### config.mk
export PLATFORM = sky130hd
export DESIGN_NAME = pll_cfg_search
export DESIGN_NICKNAME = d
export VERILOG_FILES = /design/src/rtl/pll_srch_pkg.sv /design/src/rtl/pll_cand_walk.sv /design/src/rtl/pll_cand_eval.sv /design/src/rtl/pll_best_keep.sv /design/src/rtl/pll_cfg_search.sv
export SDC_FILE = /design/constraint.sdc
export NUM_CORES = 1
export LEC_CHECK = 0
export CAP_MARGIN = 0
export CORE_MARGIN = 10
export CORE_UTILIZATION = 60
export DETAILED_ROUTE_END_ITERATION = 8
export DONT_BUFFER_PORTS = 1
export PLACE_DENSITY_LB_ADDON = 0.3
export SETUP_SLACK_MARGIN = 0.1
export SLEW_MARGIN = 20
export SYNTH_ARGS = -nofsm -noshare
export SYNTH_HDL_FRONTEND = slang
export SYNTH_SLANG_ARGS = --single-unit
### constraint.sdc
create_clock -name clk_i -period 5.5 [get_ports clk_i]
set_clock_uncertainty 0.15 [all_clocks]
set_input_delay 0.55 -clock clk_i [delete_from_list [all_inputs] [get_ports clk_i]]
set_output_delay 0.55 -clock clk_i [all_outputs]
set_load 0.02 [all_outputs]
### src/rtl/pll_srch_pkg.sv
package pll_srch_pkg;
  localparam int RATE_W = 32;
  localparam int M_W    = 7;
  localparam int D2_W   = 2;
  localparam int PROD_W = RATE_W + M_W + 1;
  localparam int CFG_W  = 32;
  localparam int M_LSB  = 16;
  localparam int D1_POS = 8;
  localparam int D2_LSB = 0;
  localparam int N_CAND = 2 * (2 ** D2_W) * (2 ** M_W);
  localparam int CNT_W  = $clog2(N_CAND + 1);

  localparam logic [CFG_W-1:0] FIELD_MASK =
      (((CFG_W'(1) << M_W) - CFG_W'(1)) << M_LSB) |
      (CFG_W'(1) << D1_POS) |
      (((CFG_W'(1) << D2_W) - CFG_W'(1)) << D2_LSB);

  typedef logic [RATE_W-1:0] rate_t;

  typedef struct packed {
    logic            d1;
    logic [D2_W-1:0] d2;
    logic [M_W-1:0]  m;
  } cand_t;

  function automatic logic [CFG_W-1:0] pack_cfg(input cand_t c);
    logic [CFG_W-1:0] w;
    w = '0;
    w[M_LSB +: M_W]   = c.m;
    w[D1_POS]         = c.d1;
    w[D2_LSB +: D2_W] = c.d2;
    return w;
  endfunction
endpackage

### src/rtl/pll_cand_walk.sv
module pll_cand_walk
  import pll_srch_pkg::*;
(
  input  logic  clk_i,
  input  logic  rst_ni,
  input  logic  load_i,
  input  logic  step_i,
  output cand_t cand_o,
  output logic  last_o
);
  localparam logic [M_W-1:0]  M_MAX  = {M_W{1'b1}};
  localparam logic [D2_W-1:0] D2_MAX = {D2_W{1'b1}};

  cand_t cur_q, cur_d;

  // d1 descends outermost, d2 descends, m ascends innermost
  always_comb begin
    cur_d  = cur_q;
    last_o = (cur_q.d1 == 1'b0) && (cur_q.d2 == '0) && (cur_q.m == M_MAX);
    if (load_i) begin
      cur_d.d1 = 1'b1;
      cur_d.d2 = D2_MAX;
      cur_d.m  = '0;
    end else if (step_i) begin
      if (cur_q.m == M_MAX) begin
        cur_d.m = '0;
        if (cur_q.d2 == '0) begin
          cur_d.d2 = D2_MAX;
          cur_d.d1 = ~cur_q.d1;
        end else begin
          cur_d.d2 = cur_q.d2 - 1'b1;
        end
      end else begin
        cur_d.m = cur_q.m + 1'b1;
      end
    end
  end

  always_ff @(posedge clk_i or negedge rst_ni) begin
    if (!rst_ni) cur_q <= '0;
    else if (load_i || step_i) cur_q <= cur_d;
  end

  assign cand_o = cur_q;
endmodule

### src/rtl/pll_cand_eval.sv
module pll_cand_eval
  import pll_srch_pkg::*;
(
  input  rate_t parent_i,
  input  rate_t target_i,
  input  cand_t cand_i,
  output rate_t rate_o,
  output rate_t err_o,
  output logic  fit_o,
  output logic  exact_o
);
  logic [M_W:0]      m_plus;
  logic [M_W+1:0]    factor;
  logic [D2_W:0]     shamt;
  logic [PROD_W-1:0] prod;
  logic [PROD_W-1:0] scaled;

  // wide product, divide by power of two through a shift
  always_comb begin
    m_plus = {1'b0, cand_i.m} + {{M_W{1'b0}}, 1'b1};
    factor = {m_plus, 1'b0};
    shamt  = {1'b0, cand_i.d2} + {{D2_W{1'b0}}, cand_i.d1};
    prod   = PROD_W'(parent_i) * PROD_W'(factor);
    scaled = prod >> shamt;
  end

  // reject anything above the target
  assign fit_o   = scaled <= PROD_W'(target_i);
  assign exact_o = scaled == PROD_W'(target_i);
  assign rate_o  = scaled[RATE_W-1:0];
  assign err_o   = target_i - scaled[RATE_W-1:0];
endmodule

### src/rtl/pll_best_keep.sv
module pll_best_keep
  import pll_srch_pkg::*;
(
  input  logic  clk_i,
  input  logic  rst_ni,
  input  logic  clear_i,
  input  logic  step_i,
  input  cand_t cand_i,
  input  rate_t rate_i,
  input  rate_t err_i,
  input  logic  fit_i,
  output logic  sel_valid_o,
  output cand_t sel_cand_o,
  output rate_t sel_rate_o
);
  logic  bv_q, bv_d;
  cand_t bc_q, bc_d;
  rate_t be_q, be_d;
  rate_t br_q, br_d;
  logic  better;

  // strictly smaller error only, so the earliest candidate keeps a tie
  assign better = fit_i && (!bv_q || (err_i < be_q));

  always_comb begin
    sel_valid_o = bv_q || better;
    sel_cand_o  = better ? cand_i : bc_q;
    sel_rate_o  = better ? rate_i : br_q;
  end

  always_comb begin
    bv_d = bv_q;
    bc_d = bc_q;
    be_d = be_q;
    br_d = br_q;
    if (clear_i) begin
      bv_d = 1'b0;
      bc_d = '0;
      be_d = '0;
      br_d = '0;
    end else if (step_i && better) begin
      bv_d = 1'b1;
      bc_d = cand_i;
      be_d = err_i;
      br_d = rate_i;
    end
  end

  always_ff @(posedge clk_i or negedge rst_ni) begin
    if (!rst_ni) begin
      bv_q <= 1'b0;
      bc_q <= '0;
      be_q <= '0;
      br_q <= '0;
    end else if (clear_i || step_i) begin
      bv_q <= bv_d;
      bc_q <= bc_d;
      be_q <= be_d;
      br_q <= br_d;
    end
  end
endmodule

### src/rtl/pll_cfg_search.sv
module pll_cfg_search
  import pll_srch_pkg::*;
(
  input  logic              clk_i,
  input  logic              rst_ni,
  input  logic              start_i,
  input  logic [RATE_W-1:0] parent_i,
  input  logic [RATE_W-1:0] target_i,
  output logic              busy_o,
  output logic              done_o,
  output logic              nosol_o,
  output logic [CFG_W-1:0]  cfg_o,
  output logic [RATE_W-1:0] rate_o
);
  logic [1:0] rs_q;
  logic       rst_sync_n;

  always_ff @(posedge clk_i or negedge rst_ni) begin
    if (!rst_ni) rs_q <= 2'b00;
    else         rs_q <= {rs_q[0], 1'b1};
  end
  assign rst_sync_n = rs_q[1];

  logic             run_q, run_d;
  rate_t            par_q, tgt_q;
  logic             done_q, done_d;
  logic             nosol_q, nosol_d;
  logic [CFG_W-1:0] cfg_q, cfg_d;
  rate_t            rate_q, rate_d;

  logic  accept, finish, res_en;
  cand_t cand;
  logic  last;
  rate_t c_rate, c_err;
  logic  c_fit, c_exact;
  logic  s_valid;
  cand_t s_cand;
  rate_t s_rate;

  // start is taken only when idle
  assign accept = start_i && !run_q;
  // stop on an exact hit or after the last candidate
  assign finish = run_q && (c_exact || last);

  pll_cand_walk u_walk (
    .clk_i  (clk_i),
    .rst_ni (rst_sync_n),
    .load_i (accept),
    .step_i (run_q),
    .cand_o (cand),
    .last_o (last)
  );

  pll_cand_eval u_eval (
    .parent_i (par_q),
    .target_i (tgt_q),
    .cand_i   (cand),
    .rate_o   (c_rate),
    .err_o    (c_err),
    .fit_o    (c_fit),
    .exact_o  (c_exact)
  );

  pll_best_keep u_best (
    .clk_i       (clk_i),
    .rst_ni      (rst_sync_n),
    .clear_i     (accept),
    .step_i      (run_q),
    .cand_i      (cand),
    .rate_i      (c_rate),
    .err_i       (c_err),
    .fit_i       (c_fit),
    .sel_valid_o (s_valid),
    .sel_cand_o  (s_cand),
    .sel_rate_o  (s_rate)
  );

  always_comb begin
    run_d   = run_q;
    done_d  = finish;
    res_en  = finish;
    nosol_d = nosol_q;
    cfg_d   = cfg_q;
    rate_d  = rate_q;
    if (accept)      run_d = 1'b1;
    else if (finish) run_d = 1'b0;
    if (s_valid) begin
      nosol_d = 1'b0;
      cfg_d   = pack_cfg(s_cand);
      rate_d  = s_rate;
    end else begin
      nosol_d = 1'b1;
      cfg_d   = '0;
      rate_d  = '0;
    end
  end

  always_ff @(posedge clk_i or negedge rst_sync_n) begin
    if (!rst_sync_n) begin
      run_q  <= 1'b0;
      done_q <= 1'b0;
    end else begin
      run_q  <= run_d;
      done_q <= done_d;
    end
  end

  always_ff @(posedge clk_i or negedge rst_sync_n) begin
    if (!rst_sync_n) begin
      par_q <= '0;
      tgt_q <= '0;
    end else if (accept) begin
      par_q <= parent_i;
      tgt_q <= target_i;
    end
  end

  always_ff @(posedge clk_i or negedge rst_sync_n) begin
    if (!rst_sync_n) begin
      nosol_q <= 1'b0;
      cfg_q   <= '0;
      rate_q  <= '0;
    end else if (res_en) begin
      nosol_q <= nosol_d;
      cfg_q   <= cfg_d;
      rate_q  <= rate_d;
    end
  end

  assign busy_o  = run_q;
  assign done_o  = done_q;
  assign nosol_o = nosol_q;
  assign cfg_o   = cfg_q;
  assign rate_o  = rate_q;
endmodule

==> flow_summary.ini, run 1 <==
[grt]
grt_pass1_vias = 20100
grt_pass1_wl_um = 106000
maximum_number_of_pins_on_one_net_before_global_route_repair = 131
antenna_violations_before_repair = 0
globalRoute.totalOverflow = 0
grt_usage_pct = 30.1

[logic_synthesis]
synth-warning-count = 0
synthesis.instances = 2312
synth_edf_count = 0
synth-seq-cells = 196
synth.yosys.seq_area_share_pct = 23.3
netlist.top_cell.by_area = dfrtp_1
netlist.area_leader.share_pct = 23.3
main_synth_ff_type = dfrtp_1
largest_cells_by_area_after_synthesis = dfrtp_1, fa_1, ha_1
synth_area_sq_um = 21100
ys_types = 76
synth-async-reset-ratio_pct = 100
synth_area_per_cell_sq_um = 9.11

[sta]
timing.final.max_slew_violations = 0
finalWorstPathRequiredPeriod_ns = 10.84
worst_pin_slew_ns = 0.865
grt_setup_unrepaired = true
timing.final.crit_share_pct = 197
setup-violations-final = 120
relSlewSlack_pct = 42.3
finalHoldViolations = 0
max_freq_mhz = 92.3
setup_slack_ns = -5.34
fin_worst_hold_slack_ns = 0.0108

[cells_and_area]
proportion_of_layout_cells_with_a_drive_suffix_above_1_pct = 31.5
n_antenna_cell = 0
areaGrowthSynthToFinish_pct = 31.6
layout.nets = 3137

[flow_run]
maxCapViolations = 0

[drt]
dr_total_vias = 18900
detail_route.iter0.violations = 1527
route.final.wire_length_um = 69300
route.detailed.wl_per_inst_um = 21.6
drcViolationCount = 0
detail-route-antenna-nets = 0
post_drt_via_cell_ratio = 5.89
drt_first_pass_iters = 7

[worst_setup_path]
worst_r2r_path_depth = 53
startpoint_of_the_worst_slack_reg_to_reg_timing_path = u_walk.cand_o[1]
arrival_ns = 11.08
critPathMostFrequentCell = buf_12
setup.worst_path.class = register to register
crit_path_max_incr_delay_ns = 0.56
path_max_fanout = 6
rrSetupSlack_ns = -5.34
critical_path.reg2reg.endpoint = u_best.bc_q[7]
worst_ep_required_time_ns = 5.75
cp-start-kind = register
timing.critical_path.to_type = register
cell_type_of_the_slowest_stage_on_the_worst_timing_path = fa_1

[floorplanning]
placement_rows = 68
ios = 134
chipHeight_um = 207
fp.dieW_um = 207
design.die.area_sq_um = 43000
start_util_pct = 60.8
design.core.area_sq_um = 34600

[worst_hold_path]
hp-start = start_i
worstHoldPathCells = 1
min-delay-path-class = primary input to register
hold_end = u_walk.cand_o[4]

[placement]
hpwl_um = 45900
port_buffers = 0
final_replace_weighted_congestion = 1.00

[status]
status = finished, violations left
failed_checks = negative setup slack

[clock_tree]
clkLatencyLatePin_ns = 0.49
clockBufferDepth = 2
tritoncts = done
clk_root_buffer_cell = clkbuf_16
htree_levels = 4
cts_num_sinks = 196
clk_pin_slew_worst_paths_ns = 0.08
cts_buffers = 17
Yosys cell counts (all sizes together), types with 7 or more instances:
cell     number
inv         340
nor2         68
nand3        24
dfrtp       196
mux2i       118
buf          41
nor2b       139
o21bai       20
xor2         24
nand2       229
xnor2        42
a21oi        92
fa          180
mux2        111
or2           8
and2        105
nand4        13
o21a         14
clkbuf       78
o211ai       13
a211oi        7
a2111oi       9
o21ai       114
nor3         12
ha          156
nand2b       25
o31ai         8
a21o         41
a31oi        14
worst max path at each step:
stage	to	slack, ns	from	depth (start not counted)
6_report	u_best.bc_q[7]	-5.34	u_walk.cand_o[1]	53
5_1_grt	u_best.bc_q[7]	-5.75	u_walk.cand_o[1]	54
4_1_cts	u_best.br_q[27]	-4.86	u_walk.cand_o[1]	50
3_5_place_dp	rate_o[7]	-5.27	u_walk.cand_o[1]	43
3_3_place_gp	u_best.be_q[24]	-5.02	u_walk.cand_o[1]	43
2_1_floorplan	u_best.be_q[27]	-4.61	u_walk.cand_o[0]	48
layout by cell type (no fill, tap or decap), types with 12 or more instances in the layout:
cell type,instances
nand2b_1,23
o21ai_2,17
nor2_1,61
nand4_1,13
o21a_1,14
xor2_1,18
mux2i_2,15
a21oi_1,76
and2_1,95
nand2_1,227
o21ai_0,51
buf_12,31
nand3_1,19
buf_4,436
mux2_2,78
mux2i_4,19
mux2_4,33
dfrtp_1,193
xnor2_2,12
ha_4,22
mux2i_1,84
o211ai_1,13
o21ai_1,45
xnor2_1,28
a21oi_2,13
buf_6,16
fa_1,178
clkbuf_16,19
a21o_1,41
inv_1,331
nor2b_1,128
o21bai_1,17
ha_1,130
conb_1,23
registers in the layout (all words and copies together) (netlist names):
name           flops
par_q             32
rate_o            32
tgt_q             32
u_best.be_q       32
u_best.br_q       32
cfg_o             10
u_best.bc_q       10
u_walk.cand_o     10
rs_q               2
busy_o             1
done_o             1
nosol_o            1
u_best.bv_q        1
final cells by class:
cell class | instances | area, sq um
Clock buffer | 17 | 425
Clock inverter | 15 | 189
Fill cell | 1986 | 6910
Inverter | 341 | 1280
Multi-Input combinational cell | 1677 | 15800
Sequential cell | 196 | 4910
Tap cell | 455 | 569
Timing Repair Buffer | 501 | 4510
logic make-up after synthesis:
family | synth area share (%)
compound gates | 11.2
xor+xnor | 2.74
fa+ha+maj | 26.4
buf+inv | 8.91
flops | 23.3
mux | 11.8
other cells | 0.0357
simple gates | 15.6
timing repair:
action,4_1_cts,5_1_grt
hold buffers,1,0
endpoints found under the hold margin,2,0
endpoints found under the setup margin,120,120
gates cloned,12,3
buffers inserted,32,26
pin swaps,30,48
resized for setup,196,131
layer usage:
| layer | part of all wire (%) | track usage [%] | up-vias |
|---|---|---|---|
| li1 | - | - | 8327 |
| met1 | 38 | 34.9 | 9491 |
| met2 | 51 | 53.4 | 801 |
| met3 | 6.2 | 4.96 | 231 |
| met4 | 5.1 | 13.7 | 0 |
| met5 | 0 | 0 | - |
critical path, delay by kind of cell, from the launching register on:
family / cells / cell delay [ns]
adder cells (fa/ha/maj): 7 / 2.85
AO/OA/AOI/OAI: 13 / 2.74
buffers and inverters: 15 / 1.89
AND/OR/NAND/NOR: 12 / 1.56
multiplexers: 3 / 0.61
XOR/XNOR: 3 / 0.54
flip-flops: 1 / 0.40
metrics by stage:
stage / util [%] / std cells / worst slack [ns] / setup TNS (ns) / instance area (sq um)
6_report: 80.1 / 3202 / -5.34 / -622.13 / 27700
5_1_grt: 80.1 / 3202 / -5.75 / -671.14 / 27700
3_3_place_gp: 72.0 / 3099 / -5.02 / -589.07 / 24900
2_1_floorplan: - / 2333 / -4.61 / -522.03 / 21600
4_1_cts: 77.6 / 3176 / -4.86 / -568.08 / 26900
3_5_place_dp: 72.0 / 3099 / -5.27 / -617.38 / 24900
Power of run 1 is left out: the tool's default activity adds up to more than one toggle a clock period on the data nets, which glitch-free logic cannot reach.
==> run 2: changes to the inputs <==
--- a/config.mk
+++ b/config.mk
@@ -7,10 +7,10 @@
 export LEC_CHECK = 0
 export CAP_MARGIN = 0
 export CORE_MARGIN = 10
-export CORE_UTILIZATION = 60
+export CORE_UTILIZATION = 67
 export DETAILED_ROUTE_END_ITERATION = 8
 export DONT_BUFFER_PORTS = 1
-export PLACE_DENSITY_LB_ADDON = 0.3
+export PLACE_DENSITY = 0.83
 export SETUP_SLACK_MARGIN = 0.1
 export SLEW_MARGIN = 20
 export SYNTH_ARGS = -nofsm -noshare
==> constraint.sdc (replaced) <==
create_clock -name clk_i -period 13.4 [get_ports clk_i]
set_clock_uncertainty 0.15 [all_clocks]
set_input_delay 1.34 -clock clk_i [delete_from_list [all_inputs] [get_ports clk_i]]
set_output_delay 1.34 -clock clk_i [all_outputs]
set_load 0.02 [all_outputs]
==> run 2 against run 1 <==
Effect of this change:
- the run now ends clean
- hold slack better by 0.17 ns
- register-to-register slack improved by 6.4 ns
- critical path depth down 10
- design area down 21%
- sequential cell count stayed put
- worst setup slack better by 6.4 ns
- via count down 15%
- critical endpoint is now rate_o[4]
==> flow_summary.ini, run 2 (synthesis gave the netlist of run 1 again) <==
[worst_setup_path]
worst_ep_required_time_ns = 13.58
timing.critical_path.to_type = register
startpoint = u_walk.cand_o[0]
setup.worst_path.class = register to register
crit_path_max_incr_delay_ns = 0.64
startpoint_of_the_worst_slack_reg_to_reg_timing_path = u_walk.cand_o[0]
arrival_ns = 12.55
path_max_fanout = 43
cp-start-kind = register
cell_type_of_the_slowest_stage_on_the_worst_timing_path = buf_4

[sta]
finalWorstPathRequiredPeriod_ns = 12.37
worst_pin_slew_ns = 1.10
relSlewSlack_pct = 26.8
finalHoldViolations = 0
setup-violations-final = 0
setup_total_negative_slack_ns = 0
timing.final.max_slew_violations = 0
max_freq_mhz = 80.9
timing.final.crit_share_pct = 92.3
grt_setup_unrepaired = true

[cells_and_area]
finish.cell_count_without_fillers = 2671
finalCoreUtilization_pct = 71.3
n_antenna_cell = 0
final-seq-area_sq_um = 4910
areaGrowthSynthToFinish_pct = 4.32
layout.filler_cells = 2323
proportion_of_layout_cells_with_a_drive_suffix_above_1_pct = 9.05
multiInputGateArea_sq_um = 14500
mostFrequentLayoutCells = inv_1, nand2_1, dfrtp_1
layout.nets = 2665
mostFrequentLayoutCell = inv_1
design_area_sq_um = 22000

[drt]
post_drt_via_cell_ratio = 6.00
route.final.wire_length_um = 52600
drcViolationCount = 0
detail-route-antenna-nets = 0
drt_first_pass_iters = 5
route.detailed.wl_per_inst_um = 19.7
detail_route.iter0.violations = 1049
dr_total_vias = 16000

[floorplanning]
chipHeight_um = 197
ios = 134
placement_rows = 64
design.core.area_sq_um = 30800
design.die.area_sq_um = 38900
fp.dieW_um = 197
start_util_pct = 68.3

[grt]
grt_pass1_wl_um = 87600
grt_pass1_vias = 16600
maximum_number_of_pins_on_one_net_before_global_route_repair = 92
grt_usage_pct = 27.9
globalRoute.totalOverflow = 0
antenna_violations_before_repair = 0

[clock_tree]
cts_num_sinks = 196
cts_hold_buffers = 0
cts_buffers = 17
clockBufferDepth = 2
clkLatencyLatePin_ns = 0.47
clk_root_buffer_cell = clkbuf_16
htree_levels = 4
tritoncts = done
clk_pin_slew_worst_paths_ns = 0.07

[flow_run]
maxCapViolations = 0

[placement]
hpwl_um = 39900
port_buffers = 0
placed_area_sq_um = 21300
place_inst = 2637
final_replace_weighted_congestion = 0.955

[worst_hold_path]
min-delay-path-class = register to async pin

[status]
status = complete, no violations
-- run 2: through the flow --
step           worst slack, ns  hold WS (ns)
6_report                  1.03         0.179
3_5_place_dp             0.826         0.186
5_1_grt                 0.0892         0.225
4_1_cts                  0.775         0.202
3_3_place_gp              1.12         0.187
2_1_floorplan             2.31         0.181
-- run 2: final timing paths --
kind / to / slack [ns] / depth (start not counted)
setup / recovery: rate_o[4] / 1.03 / 43
hold reg to reg: rate_o[6] / 0.18 / 0
hold / removal: rate_o[6] / 0.18 / 0
min in group clk_i: rs_q[1] / 0.21 / 0
max in group asynchronous: u_best.be_q[28] / 11.47 / 1
setup reg to reg: rate_o[4] / 1.03 / 43
-- run 2: area by class of cell --
type / count / share of cell area (%)
Clock buffer: 18 / 2.00
Clock inverter: 14 / 0.814
Inverter: 341 / 5.82
Multi-Input combinational cell: 1678 / 65.8
Sequential cell: 196 / 22.3
Tap cell: 396 / 2.25
Timing Repair Buffer: 28 / 1.01
-- run 2: timing repair --
item / in CTS / in global routing
setup endpoints to repair: 0 / 109
gates resized for setup: 0 / 2
setup buffers: 0 / 1
-- run 2: critical path: cells and delay by family (launching register included) --
| family | cells | cell delay, ns |
|---|---|---|
| xor gates and xnor gates | 2 | 0.76 |
| and+or+nand+nor | 8 | 1.90 |
| adders and majority gates | 8 | 3.36 |
| DFF | 1 | 0.36 |
| muxes | 1 | 0.30 |
| buffers and inverters | 5 | 1.02 |
| AOI/OAI and AO/OA | 19 | 4.34 |
-- run 2: routing by layer --
metal | wire length [um] | vias to the layer above | GRT usage, %
li1 | - | 7381 | -
met1 | 21800 | 8121 | 34.5
met2 | 26800 | 439 | 49.0
met3 | 2520 | 93 | 3.95
met4 | 1480 | 0 | 9.88
met5 | 0 | - | 0
Power of run 2 is left out for the same reason.
